--- src/rtl/fctl_pkg.sv ---
package fctl_pkg;

  // command for one channel, before reset gating
  function automatic logic pick_cmd(input logic use_spi, input logic spi_bit,
                                    input logic pin_mode, input logic bus_bit,
                                    input logic pin_bit);
    if (use_spi) return spi_bit;
    return pin_mode ? pin_bit : bus_bit;
  endfunction

  // reset gating: channel runs when out of reset or when exempt
  function automatic logic gate_reset(input logic run, input logic keep,
                                      input logic cmd);
    return (run || keep) ? cmd : 1'b0;
  endfunction

endpackage

--- src/rtl/glitch_filt.sv ---
module glitch_filt #(
  parameter int unsigned W = 1
) (
  input  logic         clk,
  input  logic         rst_n,
  input  logic [W-1:0] d,
  output logic [W-1:0] q
);
  logic [W-1:0] s1, s2, hist;
  logic [W-1:0] agree;

  assign agree = s2 ~^ hist;

  always_ff @(posedge clk or negedge rst_n) begin
    if (!rst_n) begin
      s1   <= '0;
      s2   <= '0;
      hist <= '0;
      q    <= '0;
    end else begin
      s1   <= d;
      s2   <= s1;
      hist <= s2;
      q    <= (agree & s2) | (~agree & q);
    end
  end

  // an output bit may only move where the last two samples agreed
  AST_FILT_NEEDS_TWO: assert property (@(posedge clk) disable iff (!rst_n)
    1'b1 |=> ((q ^ $past(q)) & ~$past(agree)) == '0);

endmodule

--- src/rtl/frame_rx.sv ---
module frame_rx #(
  parameter int unsigned W = 16
) (
  input  logic         clk,
  input  logic         rst_n,
  input  logic         fclk_f,
  input  logic         fdat_f,
  input  logic         fsync_f,
  output logic [W-1:0] word,
  output logic         shift_evt,
  output logic         latch_evt
);
  logic         fclk_q, fsync_q;
  logic [W-1:0] sr;

  assign shift_evt = fclk_f & ~fclk_q;
  assign latch_evt = fsync_f & ~fsync_q;

  always_ff @(posedge clk or negedge rst_n) begin
    if (!rst_n) begin
      fclk_q  <= 1'b0;
      fsync_q <= 1'b0;
      sr      <= '0;
      word    <= '0;
    end else begin
      fclk_q  <= fclk_f;
      fsync_q <= fsync_f;
      if (shift_evt) sr <= {fdat_f, sr[W-1:1]};
      if (latch_evt) word <= sr;
    end
  end

  AST_SHIFT_IN: assert property (@(posedge clk) disable iff (!rst_n)
    shift_evt |=> sr[W-1] == $past(fdat_f));
  AST_SR_STATIC: assert property (@(posedge clk) disable iff (!rst_n)
    !shift_evt |=> $stable(sr));
  AST_LATCH_COPY: assert property (@(posedge clk) disable iff (!rst_n)
    latch_evt |=> word == $past(sr));
  AST_WORD_HOLD: assert property (@(posedge clk) disable iff (!rst_n)
    !latch_evt |=> $stable(word));

endmodule

--- src/rtl/src_select.sv ---
module src_select #(
  parameter int unsigned CH_N   = 16,
  parameter int unsigned SPEC_CH = 7
) (
  input  logic [CH_N-1:0] bus_word,
  input  logic [CH_N-1:0] pin_f,
  input  logic [CH_N-1:0] spi_cmd,
  input  logic [CH_N-1:0] spi_route,
  input  logic            path_pin,
  input  logic            run,
  input  logic            supply_ok,
  output logic [CH_N-1:0] en
);
  for (genvar i = 0; i < CH_N; i++) begin : g_ch
    if (i == SPEC_CH) begin : g_spec
      logic keep;
      assign keep  = ~spi_route[i] & supply_ok;
      assign en[i] = fctl_pkg::gate_reset(run, keep,
                       fctl_pkg::pick_cmd(spi_route[i], spi_cmd[i], 1'b1,
                                          bus_word[i], pin_f[i]));
    end else begin : g_norm
      assign en[i] = fctl_pkg::gate_reset(run, 1'b0,
                       fctl_pkg::pick_cmd(spi_route[i], spi_cmd[i], path_pin,
                                          bus_word[i], pin_f[i]));
    end
  end
endmodule

--- src/rtl/frame_out_ctrl.sv ---
module frame_out_ctrl #(
  parameter int unsigned CH_N    = 16,
  parameter int unsigned SPEC_CH = 7
) (
  input  logic            clk,
  input  logic            por_n,
  input  logic            rst_n,
  input  logic            supply_ok,
  input  logic            frm_clk,
  input  logic            frm_dat,
  input  logic            frm_sync,
  input  logic [CH_N-1:0] pin_in,
  input  logic            path_pin,
  input  logic [CH_N-1:0] spi_cmd,
  input  logic [CH_N-1:0] spi_route,
  output logic [CH_N-1:0] en_out
);
  localparam logic [CH_N-1:0] SPEC_MASK = CH_N'(1) << SPEC_CH;

  logic            frame_rst_n;
  logic [2:0]      ser_f;
  logic [CH_N-1:0] pin_f;
  logic [CH_N-1:0] bus_word;
  logic            shift_evt, latch_evt;

  assign frame_rst_n = por_n & rst_n;

  glitch_filt #(.W(3)) u_ser_filt (
    .clk(clk), .rst_n(por_n),
    .d({frm_sync, frm_dat, frm_clk}), .q(ser_f)
  );

  glitch_filt #(.W(CH_N)) u_pin_filt (
    .clk(clk), .rst_n(por_n), .d(pin_in), .q(pin_f)
  );

  frame_rx #(.W(CH_N)) u_rx (
    .clk(clk), .rst_n(frame_rst_n),
    .fclk_f(ser_f[0]), .fdat_f(ser_f[1]), .fsync_f(ser_f[2]),
    .word(bus_word), .shift_evt(shift_evt), .latch_evt(latch_evt)
  );

  src_select #(.CH_N(CH_N), .SPEC_CH(SPEC_CH)) u_sel (
    .bus_word(bus_word), .pin_f(pin_f), .spi_cmd(spi_cmd),
    .spi_route(spi_route), .path_pin(path_pin), .run(rst_n),
    .supply_ok(supply_ok), .en(en_out)
  );

  AST_RST_OFF: assert property (@(posedge clk) disable iff (!por_n)
    !rst_n |-> (en_out & ~SPEC_MASK) == '0);
  AST_SPEC_KEEP: assert property (@(posedge clk) disable iff (!por_n)
    (!rst_n && !spi_route[SPEC_CH] && supply_ok) |-> en_out[SPEC_CH] == pin_f[SPEC_CH]);
  AST_SPEC_OFF: assert property (@(posedge clk) disable iff (!por_n)
    (!rst_n && (spi_route[SPEC_CH] || !supply_ok)) |-> !en_out[SPEC_CH]);
  AST_SPI_WINS: assert property (@(posedge clk) disable iff (!por_n)
    rst_n |-> ((en_out ^ spi_cmd) & spi_route) == '0);
  AST_BUS_PATH: assert property (@(posedge clk) disable iff (!por_n)
    (rst_n && !path_pin) |-> ((en_out ^ bus_word) & ~spi_route & ~SPEC_MASK) == '0);
  AST_SPEC_NO_BUS: assert property (@(posedge clk) disable iff (!por_n)
    (rst_n && !spi_route[SPEC_CH]) |-> en_out[SPEC_CH] == pin_f[SPEC_CH]);

endmodule

--- config.mk ---
export PLATFORM = sky130hd
export DESIGN_NAME = frame_out_ctrl
export DESIGN_NICKNAME = d
export VERILOG_FILES = /design/src/rtl/fctl_pkg.sv /design/src/rtl/glitch_filt.sv /design/src/rtl/frame_rx.sv /design/src/rtl/src_select.sv /design/src/rtl/frame_out_ctrl.sv
export SDC_FILE = /design/constraint.sdc
export NUM_CORES = 1
export LEC_CHECK = 0
export BUFFER_PORTS_ARGS = -buffer_cell sky130_fd_sc_hd__buf_4
export CAP_MARGIN = 20
export CORE_MARGIN = 4
export CORE_UTILIZATION = 54
export DETAILED_ROUTE_END_ITERATION = 10
export GPL_TIMING_DRIVEN = 0
export PLACE_DENSITY = 0.77
export SYNTH_ARGS = -nofsm -noshare
export SYNTH_HDL_FRONTEND = slang
export SYNTH_SLANG_ARGS = --single-unit
--- constraint.sdc ---
create_clock -name clk -period 1.8 [get_ports clk]
set_input_delay 0.36 -clock clk [delete_from_list [all_inputs] [get_ports clk]]
set_output_delay 0.36 -clock clk [all_outputs]
set_load 0.02 [all_outputs]
Yosys cells after proc, flatten, opt, wreduce, memory -nomap -nowiden
Cells that the tools add are included.

Flip-flop bits (word level): 110. Bits of input ports: 56. Output and inout bits: 16. Logic and storage cells: 109.

Mux-type cells: 79. Bitwise logic cells: 17. Reduce and logical (&&, ||, !) cells: 1.

Operators by type and width (count): $mux 1 (79); $and 16x16->16 (2); $not 16->16 (1); $or 16x16->16 (1); $xnor 16x16->16 (1); $and 3x3->3 (2); $and 1x1->1 (4); $not 1->1 (3); $not 3->3 (1); $or 3x3->3 (1); $xnor 3x3->3 (1); $logic_or 1x1->1 (1).

Longest topological paths before layout
Depth after elaboration: 4. Mapped depth: 4. Mapped depth without buffers: 2.

By module
A second synthesis with hierarchy kept.

Cells, all modules: 221. Area, all modules: 4001.3 µm².

Modules (own cells, without submodules): glitch_filt (u_pin_filt) (times used 1, cells an instance 80, area each 1781.7 µm², seq. area each 1601.5 µm²); frame_rx (times used 1, cells an instance 73, area each 1363.8 µm², seq. area each 850.8 µm²); src_select (times used 1, cells an instance 52, area each 515.5 µm², seq. area each 0.0 µm²); glitch_filt (u_ser_filt) (times used 1, cells an instance 15, area each 334.1 µm², seq. area each 300.3 µm²); frame_out_ctrl (times used 1, cells an instance 1, area each 6.3 µm², seq. area each 0.0 µm²).

Least setup slack after synthesis
Ideal clock, no wire load.

Path type: input to output. Start: in path_pin. End: out en_out[0]. Data arrival time: 1.172 ns. Data required time: 1.440 ns. Slack: 0.268 ns. Cell stages on the path: 4. Buffers on the path: 2. Cell sequence: buf_6 -> buf_12 -> mux2_4 -> o211a_1.

Cells in the longest elaborated chain, start to end: 3.

RTL lines: start, declared (line frame_out_ctrl.sv:13) `input logic path_pin,`; $mux 1 (2 in a row) (line fctl_pkg.sv:8) `return pin_mode ? pin_bit : bus_bit;`; $mux 1 (line fctl_pkg.sv:14) `return (run || keep) ? cmd : 1'b0;`; end, declared (line frame_out_ctrl.sv:16) `output logic [CH_N-1:0] en_out`.

No other way between the ends.

==> impl_metrics.env <==
export IMPL_status="complete, no violations"
export IMPL_synthCells=218
export IMPL_crit_arrival_ns=1.39
export IMPL_ir_drop_mv=0.766
export IMPL_crit_type="flop to output pin"
export IMPL_hpwl_mm=4.17
export IMPL_p_leak_nw=2.33
export IMPL_ioPinCount=72
export IMPL_hold_buffers=0
export IMPL_synth_distinct_cells=14
export IMPL_pwr_density_cell_nw_per_um2=1140
export IMPL_clockRootBuffer="clkbuf_8"
export IMPL_ys_ff_latch=109
export IMPL_final_antenna_net_count=0
export IMPL_core_area_um2=6830
export IMPL_avgViaCountPerCell=4.96
export IMPL_setup_viol=0
export IMPL_yosys_warnings=0
export IMPL_wl_per_cell_um=14.9
export IMPL_grt_start_max_net_pins=78
export IMPL_initial_utilization_pct=56.1
export IMPL_synth_edff_count=0
export IMPL_cts_max_path_buffers=2
export IMPL_path_max_fanout=3
export IMPL_grt_usage_pct=15.7
export IMPL_rsz0062_at_grt="yes"
export IMPL_path_buf_inv=1
export IMPL_vias=2007
export IMPL_yosysMostFrequentCell="dfrtp_1"
export IMPL_async_flop_share_pct=100
export IMPL_tightest_slew_ns=0.917
export IMPL_cp_top_family="flip-flops"
export IMPL_port_buffers=69
export IMPL_cp_cell_sequence="mux2_2 -> a32o_1 -> buf_6"
export IMPL_drive_above_1_share_pct=46.9
export IMPL_max_stage_delay_ns=0.41
export IMPL_hold_slack_ns=0.100
export IMPL_drc=0
export IMPL_cts_clk_slew_worst_paths_ns=0.10
export IMPL_synth_top_cells_by_count="109 x dfrtp_1, 37 x mux2_2, 19 x maj3_1"
export IMPL_clock_skew_ns=0.00705
export IMPL_final_cells=405
export IMPL_grt_pass1_vias=2197
export IMPL_gp_congestion=0.690
export IMPL_cts_tree="built"
export IMPL_clkSinkCount=109
export IMPL_cap_violations=0
export IMPL_total_power_mw=5.44
export IMPL_synth_yosys_seq_area_share_pct=71.1
export IMPL_hold_viol=0
export IMPL_die_h_um=92.3
export IMPL_clock_fmax_mhz=572
export IMPL_rows=30
export IMPL_antenna_found_initial=0
export IMPL_dieArea_um2=8510
export IMPL_period_needed_ns=1.75
export IMPL_n_antenna_cell=0
export IMPL_hp_class="input port to flop"
export IMPL_grt_pass1_wl_mm=10.3
export IMPL_synth_area_um2=3830
export IMPL_synth_avg_cell_area_um2=17.6
export IMPL_netlist_area_leader_share_pct=71.1
export IMPL_die_w_um=92.3
export IMPL_slowest_stage="dfrtp_1"
export IMPL_synth_fp_nets=274
export IMPL_cts_made_buffers=9
export IMPL_slew_headroom_pct=38.9
export IMPL_routed_wl_mm=6.03
export IMPL_required_ns=1.44
export IMPL_htree_levels=3
export IMPL_setup_worst_path_end_class="output pin"
export IMPL_area_growth_pct=24.2
export IMPL_dp_cells=384
export IMPL_worstSkewPairLatency_ns=0.36
export IMPL_dr_pass1_iters=4
export IMPL_fin_setup_tns_ns=0
export IMPL_start_kind="flop"
export IMPL_drtIter0Drc=81
export IMPL_nNetsFinal=360
export IMPL_grt_remaining_overflow=0
export IMPL_synth_flop_cell="dfrtp_1"
export IMPL_synth_top_area_cell="dfrtp_1"
export IMPL_synth_area_leaders="dfrtp_1 71%, mux2_2 11%, maj3_1 5.0%"
export IMPL_slew_viol_final=0
export IMPL_post_route_period_util_pct=97.1
-- layer usage --
layer	global-route usage, %	part of all wire, %
met5	0	0
met4	5.20	1.4
met3	5.41	4.4
met2	27.1	55
met1	18.5	40
-- cells by family (layout without fill, tap and decap cells) --
logic type	Yosys count	count (layout)	synth area share (%)
compound gates	16	16	4.18
fa+ha+maj	19	19	4.96
buf+inv	9	100	1.99
flops	109	109	71.1
mux	47	47	14.8
simple gates	18	18	2.94
-- area by class of cell --
type	count	area, um2
plain buffers	8	73.8
clock buffers	11	141
clock inverters	5	45.0
fillers	487	2070
inverters	1	3.75
multi-input cells	100	1030
flip-flops and latches	109	2730
well taps	96	120
repair buffers	75	617
-- repair_timing --
action / in CTS / in global routing
buffers inserted: 0 / 5
gates resized for setup: 0 / 12
setup endpoints to repair: 0 / 15
-- placed cells by master, fill, tap and decap left out, drive strengths merged --
cell,instances
inv,2
clkbuf,12
dfrtp,109
mux2,47
nand2b,16
clkinvlp,1
a32o,1
nor2b,1
buf,82
maj3,19
clkinv,3
and2,1
o211a,15
-- where the power goes --
group / switching (mW) / internal, mW
Clock: 0.782 / 0.558
Combinational: 0.331 / 0.647
Sequential: 0.246 / 2.88
-- worst reg2reg max path: stages, from the launching register on --
cell	delay [ns]
dfrtp_1	0.37
nor2b_1	0.12
buf_2	0.19
buf_6	0.17
mux2_2	0.35
-- through the flow --
step                instance area [um2]  util (%)  worst slack, ns
floorplan                          3830         -            0.268
global placement                   4470      65.5           -0.739
detailed placement                 4500      65.9           -0.167
CTS                                4690      68.6          0.00602
global route                       4760      69.7          -0.0301
finish                             4760      69.7           0.0524
-- final timing paths --
| check | slack (ns) | startpoint | end | cells past startpoint |
|---|---|---|---|---|
| worst min-delay path | 0.1 | pin_in[12] | u_pin_filt.s1[12]$_DFF_PN0_ | 1 |
| worst max register to register | 0.49 | flop | u_rx.word[14]$_DFFE_PN0P_ | 4 |
| max in group asynchronous | 0.33 | por_n | u_rx.sr[4]$_DFFE_PN0P_ | 3 |
| worst min register to register | 0.36 | u_pin_filt.s1[0]$_DFF_PN0_ | u_pin_filt.s2[0]$_DFF_PN0_ | 0 |
| min in group asynchronous | 0.13 | por_n | u_pin_filt.hist[12]$_DFF_PN0_ | 1 |
| worst max-delay path | 0.05 | flop | en_out[7] | 3 |
Note: power is estimated with default switching activity, not from simulation.
